--- src/rtl/seq_pkg.sv ---
package seq_pkg;

  typedef enum logic [1:0] {
    PH_ONE   = 2'd0,
    PH_TWO   = 2'd1,
    PH_THREE = 2'd2,
    PH_FOUR  = 2'd3
  } phase_e;

  // Per-phase commands from the control to the datapath.
  typedef struct packed {
    logic loadIr;        // end of phase one: advance PC, move latch into IR
    logic captureFetch;  // end of phase four: latch fetched word, sample jump
  } seq_strobes_t;

endpackage

--- src/rtl/seq_phase_ctrl.sv ---
module seq_phase_ctrl
  import seq_pkg::*;
#(
  parameter int PHASES = 4
) (
  input  logic              oscClk,
  input  logic              rst,
  input  logic              flushActive,
  output seq_strobes_t      strobes,
  output logic [PHASES-1:0] phaseStrobe,
  output logic              opndRead,
  output logic              destWrite,
  output logic              cycleClk
);

  phase_e phaseQ;

  always_ff @(posedge oscClk or posedge rst) begin
    if (rst) begin
      phaseQ <= PH_ONE;
    end else begin
      unique case (phaseQ)
        PH_ONE:   phaseQ <= PH_TWO;
        PH_TWO:   phaseQ <= PH_THREE;
        PH_THREE: phaseQ <= PH_FOUR;
        default:  phaseQ <= PH_ONE;
      endcase
    end
  end

  // One-hot decode of the phase counter.
  for (genvar i = 0; i < PHASES; i++) begin : g_phaseDecode
    assign phaseStrobe[i] = (phaseQ == phase_e'(i));
  end

  always_comb begin
    strobes              = '0;
    strobes.loadIr       = (phaseQ == PH_ONE);
    strobes.captureFetch = (phaseQ == PH_FOUR);
  end

  assign opndRead  = (phaseQ == PH_TWO);
  assign destWrite = (phaseQ == PH_FOUR) && !flushActive;
  assign cycleClk  = (phaseQ == PH_TWO) || (phaseQ == PH_THREE);

endmodule

--- src/rtl/seq_datapath.sv ---
module seq_datapath
  import seq_pkg::*;
#(
  parameter int              ADDR_W   = 11,
  parameter int              INSTR_W  = 14,
  parameter logic [INSTR_W-1:0] NOP_WORD = '0,
  parameter logic [ADDR_W-1:0]  RESET_PC = '0
) (
  input  logic               oscClk,
  input  logic               rst,
  input  seq_strobes_t       strobes,
  input  logic [INSTR_W-1:0] progWord,
  input  logic               branchTaken,
  input  logic [ADDR_W-1:0]  branchTarget,
  output logic [ADDR_W-1:0]  progAddr,
  output logic [INSTR_W-1:0] instrWord,
  output logic               flushActive
);

  logic [ADDR_W-1:0]  pcQ;
  logic [ADDR_W-1:0]  pendTargetQ;
  logic               pendTakenQ;
  logic [INSTR_W-1:0] fetchLatchQ;
  logic [INSTR_W-1:0] irQ;
  logic               flushQ;

  // End of phase four: latch the prefetched word, sample the jump request.
  // A flushed cycle carries no real instruction, so its jump is dropped.
  // Reset arms a pending jump to RESET_PC so the first cycle is a flush.
  always_ff @(posedge oscClk or posedge rst) begin
    if (rst) begin
      fetchLatchQ <= NOP_WORD;
      pendTakenQ  <= 1'b1;
      pendTargetQ <= RESET_PC;
    end else if (strobes.captureFetch) begin
      fetchLatchQ <= progWord;
      pendTakenQ  <= branchTaken && !flushQ;
      pendTargetQ <= branchTarget;
    end
  end

  // End of phase one: step or redirect the PC and fill the IR.
  always_ff @(posedge oscClk or posedge rst) begin
    if (rst) begin
      pcQ    <= RESET_PC;
      irQ    <= NOP_WORD;
      flushQ <= 1'b1;
    end else if (strobes.loadIr) begin
      if (pendTakenQ) begin
        pcQ    <= pendTargetQ;
        irQ    <= NOP_WORD;
        flushQ <= 1'b1;
      end else begin
        pcQ    <= pcQ + 1'b1;
        irQ    <= fetchLatchQ;
        flushQ <= 1'b0;
      end
    end
  end

  assign progAddr    = pcQ;
  assign instrWord   = irQ;
  assign flushActive = flushQ;

endmodule

--- src/rtl/quad_phase_sequencer.sv ---
module quad_phase_sequencer
  import seq_pkg::*;
#(
  parameter int                 ADDR_W   = 11,
  parameter int                 INSTR_W  = 14,
  parameter logic [INSTR_W-1:0] NOP_WORD = '0
) (
  input  logic               oscClk,
  input  logic               rst,
  input  logic [INSTR_W-1:0] progWord,
  input  logic               branchTaken,
  input  logic [ADDR_W-1:0]  branchTarget,
  output logic [ADDR_W-1:0]  progAddr,
  output logic [INSTR_W-1:0] instrWord,
  output logic [3:0]         phaseStrobe,
  output logic               opndRead,
  output logic               destWrite,
  output logic               cycleClk
);

  localparam int PHASES = 4;

  seq_strobes_t strobes;
  logic         flushActive;

  seq_phase_ctrl #(
    .PHASES(PHASES)
  ) u_ctrl (
    .oscClk     (oscClk),
    .rst        (rst),
    .flushActive(flushActive),
    .strobes    (strobes),
    .phaseStrobe(phaseStrobe),
    .opndRead   (opndRead),
    .destWrite  (destWrite),
    .cycleClk   (cycleClk)
  );

  seq_datapath #(
    .ADDR_W  (ADDR_W),
    .INSTR_W (INSTR_W),
    .NOP_WORD(NOP_WORD),
    .RESET_PC('0)
  ) u_dp (
    .oscClk      (oscClk),
    .rst         (rst),
    .strobes     (strobes),
    .progWord    (progWord),
    .branchTaken (branchTaken),
    .branchTarget(branchTarget),
    .progAddr    (progAddr),
    .instrWord   (instrWord),
    .flushActive (flushActive)
  );

endmodule

--- config.mk ---
export PLATFORM = sky130hd
export DESIGN_NAME = quad_phase_sequencer
export DESIGN_NICKNAME = d
export VERILOG_FILES = /design/src/rtl/seq_pkg.sv /design/src/rtl/seq_phase_ctrl.sv /design/src/rtl/seq_datapath.sv /design/src/rtl/quad_phase_sequencer.sv
export SDC_FILE = /design/constraint.sdc
export NUM_CORES = 1
export LEC_CHECK = 0
export BUFFER_PORTS_ARGS = -buffer_cell sky130_fd_sc_hd__buf_4
export CORE_ASPECT_RATIO = 1.25
export CORE_MARGIN = 2
export CORE_UTILIZATION = 47
export DETAILED_ROUTE_END_ITERATION = 10
export GPL_TIMING_DRIVEN = 0
export HOLD_SLACK_MARGIN = 0.03
export PLACE_DENSITY = 0.75
export SYNTH_ARGS = -nofsm -noshare
export SYNTH_HDL_FRONTEND = slang
export SYNTH_SLANG_ARGS = --single-unit
export TNS_END_PERCENT = 20
--- constraint.sdc ---
create_clock -name oscClk -period 1.5 [get_ports oscClk]
set_input_delay 0.225 -clock oscClk [delete_from_list [all_inputs] [get_ports oscClk]]
set_output_delay 0.225 -clock oscClk [all_outputs]
set_load 0.02 [all_outputs]
==> impl_metrics.json, run 1 <==
{
  "utilization": 0.669,
  "p_per_area_mw_per_mm2": 1070,
  "antenna_found_initial": 0,
  "grt_setup_unrepaired": "yes",
  "dieArea_mm2": 0.00558,
  "die_x_um": 67.2,
  "hold_buffers": 0,
  "multi_input_area_mm2": 0.00100,
  "synth_flop_cell": "dfrtp_1",
  "viasPerCell": 5.42,
  "fp-row-count": 28,
  "gr-total-overflow": 0,
  "cp-start-kind": "flip-flop",
  "synthMuxAreaShare": 0.124,
  "synth-simple-area-share": 0.101,
  "crit_type": "flip-flop to flip-flop",
  "tns_ns": -0.654,
  "slowest_stage": "dfrtp_1",
  "crit_chain": "inv_2, ha_4, clkinvlp_4, buf_6, o41a_1, nor3_2",
  "synth_nets": 229,
  "vias": 1799,
  "crit_buf_inv": 3,
  "yosysWarnings": 0,
  "p_int_uw": 2420,
  "synth_area_mm2": 0.00235,
  "coreArea_mm2": 0.00476,
  "globalplace.congestion": 0.852,
  "syn2layout_area_growth_pct": 35.8,
  "clock-sinks": 54,
  "setup_viol": 22,
  "pin_count": 60,
  "critPathArrivalTime_ns": 1.85,
  "setup_ws_ns": -0.115,
  "synthArstFlopShare": 1.00,
  "max_stage_delay_ns": 0.44,
  "yosys.area_share.adder": 0.0267,
  "clock_skew_ns": 0.00871,
  "swShare": 0.288,
  "cap_violations": 0,
  "drtAntennaViolNets": 0,
  "wl_mm": 5.38,
  "grt_pass1_wl_mm": 8.49,
  "synth_top_family_by_area": "compound AO/OA/AOI/OAI gates",
  "tritoncts.num_buffers": 5,
  "cts_buffer_depth": 2,
  "slew_violations": 0,
  "firstDrtPassIters": 7,
  "drt_iter0_markers": 118,
  "clk-insertion-delay-late_ns": 0.31,
  "clk_transition_reported_paths_ns": 0.10,
  "hold_viol_final": 0,
  "max_slew_margin": 0.234,
  "tightest_slew_ns": 1.15,
  "drc": 0,
  "cp_max_fo": 6,
  "min_period_ns": 1.61,
  "nets": 304,
  "grt_max_degree": 55,
  "cp-end-kind": "flip-flop",
  "ys_types": 37,
  "synth_compound_area_frac": 0.134,
  "syn_area_per_cell_um2": 12.0,
  "initial_utilization": 0.492,
  "first_global_vias": 1786,
  "drive_above_1_share": 0.507,
  "status": "complete, but fails checks",
  "synth-xor-area-share": 0,
  "seqCellArea_mm2": 0.00136,
  "synth-edff-count": 0,
  "die_h_um": 83.0,
  "clock_tree.root_cell": "clkbuf_8",
  "seq_area_frac_synth": 0.577,
  "leakagePower_uw": 0.00141,
  "violations": "setup timing",
  "cts_tree": "yes",
  "place_ws_ns": -0.138,
  "design_area_mm2": 0.00319,
  "ys_ff_latch": 54,
  "grt.total_usage": 0.199,
  "p_sw_uw": 979,
  "cp_top_family": "flip-flops",
  "seqPwrFrac": 0.514,
  "htree_num_levels": 2,
  "fmax_ghz": 0.619,
  "dpl-instance-area_mm2": 0.00291,
  "port-buffer-count": 59,
  "holdCritPathClass": "primary input to flip-flop",
  "wl_per_cell_um": 16.2,
  "p_clk_frac": 0.286,
  "diodes": 0,
  "hpwl_mm": 3.68,
  "ir_worst_vdd_uv": 798,
  "fillers": 397,
  "critical_path_required_ns": 1.73,
  "synth_cells": 196,
  "comb_power_share": 0.200,
  "timing.final.crit_share": 1.08
}
[cell type report]
type,count,area share
Inverter,9,0.0130
Buffer,12,0.0255
Clock inverter,3,0.0126
Tap cell,60,0.0236
Multi-Input combinational cell,121,0.315
Sequential cell,54,0.427
Clock buffer,5,0.0216
Timing Repair Buffer,68,0.163
[metrics by stage]
| stage | hold slack (ns) | total power (µW) | instances |
|---|---|---|---|
| 6_report | 0.136 | 3400 | 332 |
| 5_1_grt | 0.132 | 3550 | 332 |
| 4_1_cts | 0.124 | 3370 | 324 |
| 3_5_place_dp | 0.451 | 2390 | 315 |
| 3_3_place_gp | 0.438 | 2370 | 315 |
| 2_1_floorplan | 0.292 | 2100 | 196 |
[worst register-to-register path: cells and delay by family (launching register included)]
family	cells	cell delay [ns]
DFF	1	0.44
buffers and inverters	3	0.43
AOI/OAI and AO/OA	1	0.31
adders and majority gates	1	0.19
and+or+nand+nor	1	0.17
[registers in the layout, summed over array words and instances, names as in the netlist]
| signal | cells |
|---|---|
| u_dp.fetchLatchQ | 14 |
| u_dp.instrWord | 14 |
| u_dp.pendTargetQ | 11 |
| u_ctrl.phaseQ | 2 |
| u_dp.progAddr | 11 |
| u_dp.flushActive | 1 |
| u_dp.pendTakenQ | 1 |
[synthesized netlist by cell type (2+ instances only)]
cell type	number	area, µm²
clkbuf_1	6	22.5
buf_2	4	20.0
inv_1	9	33.8
dfrtp_1	52	1300
o21ai_0	5	25.0
nand3_1	5	25.0
nand2_1	23	86.3
o41a_1	2	22.5
mux2i_1	2	20.0
mux2_2	24	270
nand2b_1	2	12.5
o2bb2ai_1	14	123
a21oi_1	8	40.0
ha_1	5	62.6
dfstp_2	2	52.6
or4_1	3	22.5
nor4_1	2	12.5
nor2_1	5	18.8
o211ai_1	4	30.0
and3_1	2	12.5
[placed cells by master (no fill, tap or decap), types with 3 or more instances in the layout]
cell	synthesis	layout
buf_4	1	69
dfrtp_1	52	48
mux2_2	24	24
nand2_1	23	23
o2bb2ai_1	14	14
a21oi_1	8	8
nor2_1	5	5
o21ai_0	5	5
inv_1	9	5
clkbuf_8	0	5
o211ai_1	4	4
dfrtp_2	0	4
buf_2	4	3
nand3_1	5	3
ha_4	0	3
[power by group through the flow]
stage	Sequential (µW)	Clock, µW	Combinational [µW]
after floorplan	1850	0	254
after global placement	1760	0	605
after detailed placement	1770	0	623
after CTS	1750	1000	624
after global routing	1770	1040	744
final	1750	971	681
[what timing repair did]
| item | in CTS | in global routing |
|---|---|---|
| setup endpoints to repair | 43 | 26 |
| pin swaps | 0 | 10 |
| gates resized for setup | 10 | 23 |
| buffers inserted | 1 | 8 |
[kinds of logic (layout without fill, tap and decap cells)]
kind of cell,count (synthesis),after routing
flip-flops,54,54
AND/OR/NAND/NOR,48,48
multiplexers,26,26
buffers and inverters,21,97
AO/OA/AOI/OAI,42,42
adder cells (fa/ha/maj),5,5
[routing by layer]
layer	share of wire	track usage	up-vias
met1	0.41	0.257	883
met5	0	0	-
met4	0.013	0.0668	0
met2	0.51	0.323	55
li1	-	-	855
met3	0.065	0.0474	6
[worst paths after layout]
path	from	end	slack, ns	cells after the start
max	u_ctrl.phaseQ[1]	u_dp.progAddr[10]	-0.11	6
min	progWord[13]	u_dp.fetchLatchQ[13]	0.14	3
max reg2reg	u_ctrl.phaseQ[1]	u_dp.progAddr[10]	-0.11	6
min reg2reg	u_dp.instrWord[8]	u_dp.instrWord[8]	0.50	1
max in group asynchronous	rst	u_dp.progAddr[1]	0.64	2
min in group asynchronous	rst	u_dp.fetchLatchQ[11]	0.19	2
No activity file was read; power rests on OpenSTA's default activity.
==> run 2, diff against run 1 <==
BUFFER_PORTS_ARGS = unset   (was -buffer_cell sky130_fd_sc_hd__buf_4)
CORE_UTILIZATION = 30   (was 47)
DONT_BUFFER_PORTS = 1   (was unset)
PLACE_DENSITY = unset   (was 0.75)
==> impl_metrics.json, run 2 (synthesized netlist as in run 1, its figures left out) <==
{
  "syn2layout_area_growth_pct": 21.1,
  "slew_violations": 0,
  "max_stage_delay_ns": 0.45,
  "p_sw_uw": 955,
  "grt_setup_unrepaired": "yes",
  "first_global_vias": 1699,
  "cp-end-kind": "flip-flop",
  "initial_utilization": 0.305,
  "cp-start-kind": "flip-flop",
  "fillers": 765,
  "p_per_area_mw_per_mm2": 1090,
  "cap_violations": 0,
  "design_area_mm2": 0.00284,
  "gr-total-overflow": 0,
  "grt_pass1_wl_mm": 8.86,
  "vias": 1607,
  "r2r-start": "u_ctrl.phaseQ[1]",
  "dpl-instance-area_mm2": 0.00251,
  "clk-insertion-delay-late_ns": 0.31,
  "setup_viol": 5,
  "viasPerCell": 5.13,
  "timing.final.crit_share": 1.06,
  "htree_num_levels": 2,
  "dieArea_mm2": 0.00855,
  "globalplace.congestion": 0.755,
  "grt.total_usage": 0.134,
  "tightest_slew_ns": 1.15,
  "crit_type": "flip-flop to flip-flop",
  "cp_top_family": "flip-flops",
  "die_h_um": 103,
  "drc": 0,
  "nets": 250,
  "seqPwrFrac": 0.610,
  "place_ws_ns": -0.304,
  "coreArea_mm2": 0.00770,
  "fmax_ghz": 0.627,
  "holdCritPathClass": "primary input to flip-flop",
  "crit_start": "u_ctrl.phaseQ[1]",
  "hpwl_mm": 3.83,
  "crit_buf_inv": 3,
  "critPathArrivalTime_ns": 1.82,
  "max_slew_margin": 0.230,
  "ff2ff_setup_slack_ns": -0.09,
  "leakagePower_uw": 0.00113,
  "clk_transition_reported_paths_ns": 0.10,
  "fp-row-count": 36,
  "clock_skew_ns": 0.00587,
  "p_int_uw": 2150,
  "cp_max_fo": 6,
  "wl_mm": 5.62,
  "swShare": 0.307,
  "wl_per_cell_um": 18.0,
  "diodes": 0,
  "slowest_stage": "dfrtp_2",
  "die_x_um": 83.1,
  "final_common_cell": "dfrtp_1",
  "status": "complete, but fails checks",
  "ir_worst_vdd_uv": 421,
  "cts_buffer_depth": 2,
  "hold_viol_final": 0,
  "min_period_ns": 1.59,
  "cts_tree": "yes",
  "antenna_found_initial": 0,
  "comb_power_share": 0.118,
  "violations": "setup timing",
  "pin_count": 60,
  "tritoncts.num_buffers": 5,
  "firstDrtPassIters": 4,
  "clock-sinks": 54,
  "clock_tree.root_cell": "clkbuf_8",
  "setup_ws_ns": -0.0943,
  "grt_max_degree": 55,
  "drtAntennaViolNets": 0,
  "p_clk_frac": 0.272,
  "drt_iter0_markers": 52,
  "mostFrequentLayoutCells": "dfrtp_1 (43), mux2_2 (24), nand2_1 (23)",
  "crit_chain": "inv_2, ha_4, inv_4, buf_4, o41a_1, nor3_1",
  "port-buffer-count": 0,
  "critical_path_required_ns": 1.73,
  "drive_above_1_share": 0.408,
  "hp-start": "branchTaken"
}
[run 2: cell types whose count changed in the layout (fill, tap and decap cells not counted), moves of 2 or more]
cell	before	now
dfrtp_1	48	43
buf_4	69	17
clkbuf_4	2	0
buf_2	3	1
clkbuf_8	5	7
dfrtp_2	4	9
[run 2: worst paths after layout]
path / end / cells past startpoint
worst max-delay path: u_dp.progAddr[10] / 6
worst min-delay path: u_dp.pendTakenQ / 2
worst max register to register: u_dp.progAddr[10] / 6
worst min register to register: u_dp.flushActive / 2
max in group asynchronous: u_ctrl.phaseQ[0] / 1
min in group asynchronous: u_dp.fetchLatchQ[4] / 1
[run 2: power by group through the flow]
stage	Combinational (µW)	Sequential, µW	Clock [µW]
3_5_place_dp	307	1900	0
3_3_place_gp	297	1900	0
5_1_grt	413	1920	941
4_1_cts	358	1900	892
2_1_floorplan	254	1850	0
6_report	368	1900	846
[run 2: repair_timing]
action,4_1_cts,5_1_grt
setup buffers,9,4
cloned,0,0
pin swaps,10,4
hold buffers,1,0
setup endpoints to repair,46,46
hold endpoints to repair,1,0
resized for setup,29,13
[run 2: per-stage QoR]
stage	TNS, ns	total power [µW]	hold WS, ns	cells	utilization
2_1_floorplan	-0.335	2100	0.292	196	-
3_3_place_gp	-8.46	2200	0.354	291	0.327
3_5_place_dp	-9.48	2210	0.356	291	0.327
4_1_cts	-0.914	3150	0.0374	309	0.361
5_1_grt	-1.51	3280	0.0365	313	0.369
6_report	-0.223	3110	0.0446	313	0.369
[run 2: layer usage]
metal  vias up  global-route usage  share of wire  routed length [µm]
met4         0              0.0530          0.013                  74
met1       805               0.151           0.41                2310
met5         -                   0              0                   0
met2        57               0.237           0.50                2840
li1        740                   -              -                   -
met3         5              0.0456          0.072                 405
[run 2: final cells by class]
| cell class | instances | area [µm²] | share of cell area |
|---|---|---|---|
| buffer | 12 | 90.1 | 0.0317 |
| multi-input combinational | 121 | 1020 | 0.359 |
| inverter | 9 | 40.0 | 0.0141 |
| clock buffer | 6 | 82.6 | 0.0291 |
| timing repair buffer | 14 | 111 | 0.0392 |
| sequential | 54 | 1370 | 0.481 |
| clock inverter | 2 | 12.5 | 0.00441 |
| tap | 95 | 119 | 0.0419 |
==> run 3, diff against run 2 <==
clock period = 1.85 ns   (was 1.5 ns; I/O delays follow)
==> impl_metrics.json, run 3 (synthesized netlist as in run 1, its figures left out) <==
{
  "initial_utilization": 0.305,
  "cp-start-kind": "flip-flop",
  "max_slew_margin": 0.648,
  "die_h_um": 103,
  "p_per_area_mw_per_mm2": 970,
  "dpl-instance-area_mm2": 0.00248,
  "die_x_um": 83.1,
  "fmax_ghz": 0.562,
  "clock-sinks": 54,
  "grt_pass1_wl_mm": 9.13,
  "wl_per_cell_um": 18.4,
  "critPathArrivalTime_ns": 1.50,
  "syn2layout_area_growth_pct": 13.1,
  "cap_violations": 0,
  "ir_worst_vdd_uv": 349,
  "total_power_uw": 2570,
  "antenna_found_initial": 0,
  "dp.cells": 292,
  "clk_transition_reported_paths_ns": 0.10,
  "slew_violations": 0,
  "first_global_vias": 1625,
  "clock_skew_ns": 0.0132,
  "grt_setup_unrepaired": "yes",
  "drtAntennaViolNets": 0,
  "coreArea_mm2": 0.00770,
  "viasPerCell": 5.17,
  "cts_buffer_depth": 2,
  "design_area_mm2": 0.00265,
  "final_common_cell": "dfrtp_1",
  "clk-insertion-delay-late_ns": 0.30,
  "holdCritPathClass": "primary input to flip-flop",
  "hold_viol_final": 0,
  "globalplace.congestion": 0.819,
  "htree_num_levels": 2,
  "grt_max_degree": 39,
  "gr-total-overflow": 0,
  "status": "finished clean",
  "timing.final.crit_share": 0.961,
  "vias": 1557,
  "leakagePower_uw": 0.00108,
  "clock_tree.root_cell": "clkbuf_8",
  "drive_above_1_share": 0.262,
  "finalNonFillerCells": 301,
  "mostFrequentLayoutCells": "dfrtp_1 (50), mux2_2 (24), nand2_1 (23)",
  "port-buffer-count": 0,
  "setup_viol": 0,
  "drc": 0,
  "cp-end-kind": "output port",
  "cp_max_fo": 10,
  "fp-row-count": 36,
  "crit_type": "flip-flop to output port",
  "tightest_slew_ns": 0.528,
  "pin_count": 60,
  "dieArea_mm2": 0.00855,
  "nets": 238,
  "tritoncts.num_buffers": 5,
  "critical_path_required_ns": 1.57,
  "firstDrtPassIters": 4,
  "min_period_ns": 1.78,
  "wl_mm": 5.55,
  "diodes": 0,
  "grt.total_usage": 0.137,
  "cts_tree": "yes",
  "hpwl_mm": 3.94,
  "drt_iter0_markers": 83
}
[run 3: cell count changes in the layout (fill, tap and decap cells not counted), moves of 3 or more]
cell      before  now
dfrtp_2        9    2
buf_2          1    4
clkbuf_1       1    5
inv_1          5    8
buf_4         17    1
dfrtp_1       43   50
[run 3: worst max-delay path: stages, from the launching register on]
cell,delay [ns]
dfrtp_1,0.39
ha_2,0.26
clkbuf_4,0.26
nor2b_4,0.27
[run 3: worst paths after layout]
| path | startpoint | endpoint | slack (ns) | cells past startpoint |
|---|---|---|---|---|
| max | u_ctrl.phaseQ[1] | destWrite | 0.07 | 3 |
| min | branchTaken | u_dp.pendTakenQ | 0.07 | 2 |
| max reg2reg | u_ctrl.phaseQ[1] | u_dp.progAddr[9] | 0.11 | 5 |
| min reg2reg | u_dp.flushActive | u_dp.flushActive | 0.50 | 2 |
| max in group asynchronous | rst | u_dp.flushActive | 0.86 | 3 |
| min in group asynchronous | rst | u_dp.instrWord[8] | 0.41 | 2 |
[run 3: what timing repair did]
| item | in CTS | in global routing |
|---|---|---|
| resized for setup | 8 | 6 |
| pin swaps | 0 | 1 |
| buffers inserted | 0 | 0 |
| setup endpoints to repair | 40 | 26 |
| endpoints found under the hold margin | 16 | 0 |
| hold buffers | 1 | 0 |
[run 3: cell type report]
class | count | area, µm²
sequential | 54 | 1360
inverter | 9 | 33.8
buffer | 12 | 60.1
clock inverter | 1 | 30.0
fill | 754 | 5050
tap | 95 | 119
clock buffer | 7 | 86.3
timing repair buffer | 2 | 30.0
multi-input combinational | 121 | 937
[run 3: metal layers]
layer	share of wire	wire, µm	track usage
met1	0.42	2330	0.164
met2	0.50	2760	0.230
met3	0.071	392	0.0512
met4	0.013	70	0.0467
met5	0	0	0
[run 3: stage by stage]
step	setup slack [ns]	hold WS, ns	util	TNS (ns)
2_1_floorplan	0.0856	0.386	-	0
3_3_place_gp	-0.388	0.392	0.320	-22.50
3_5_place_dp	-0.177	0.166	0.323	-3.20
4_1_cts	-0.0945	0.0638	0.342	-0.375
5_1_grt	-0.0233	0.0662	0.344	-0.0233
6_report	0.0721	0.0704	0.344	0
[run 3: report_power, final]
| group | internal [µW] | switching, µW | total, µW | leakage (µW) |
|---|---|---|---|---|
| sequential | 1290 | 221 | 1510 | 0.000633 |
| clock | 442 | 378 | 820 | 0.0000585 |
| combinational | 111 | 134 | 246 | 0.000385 |
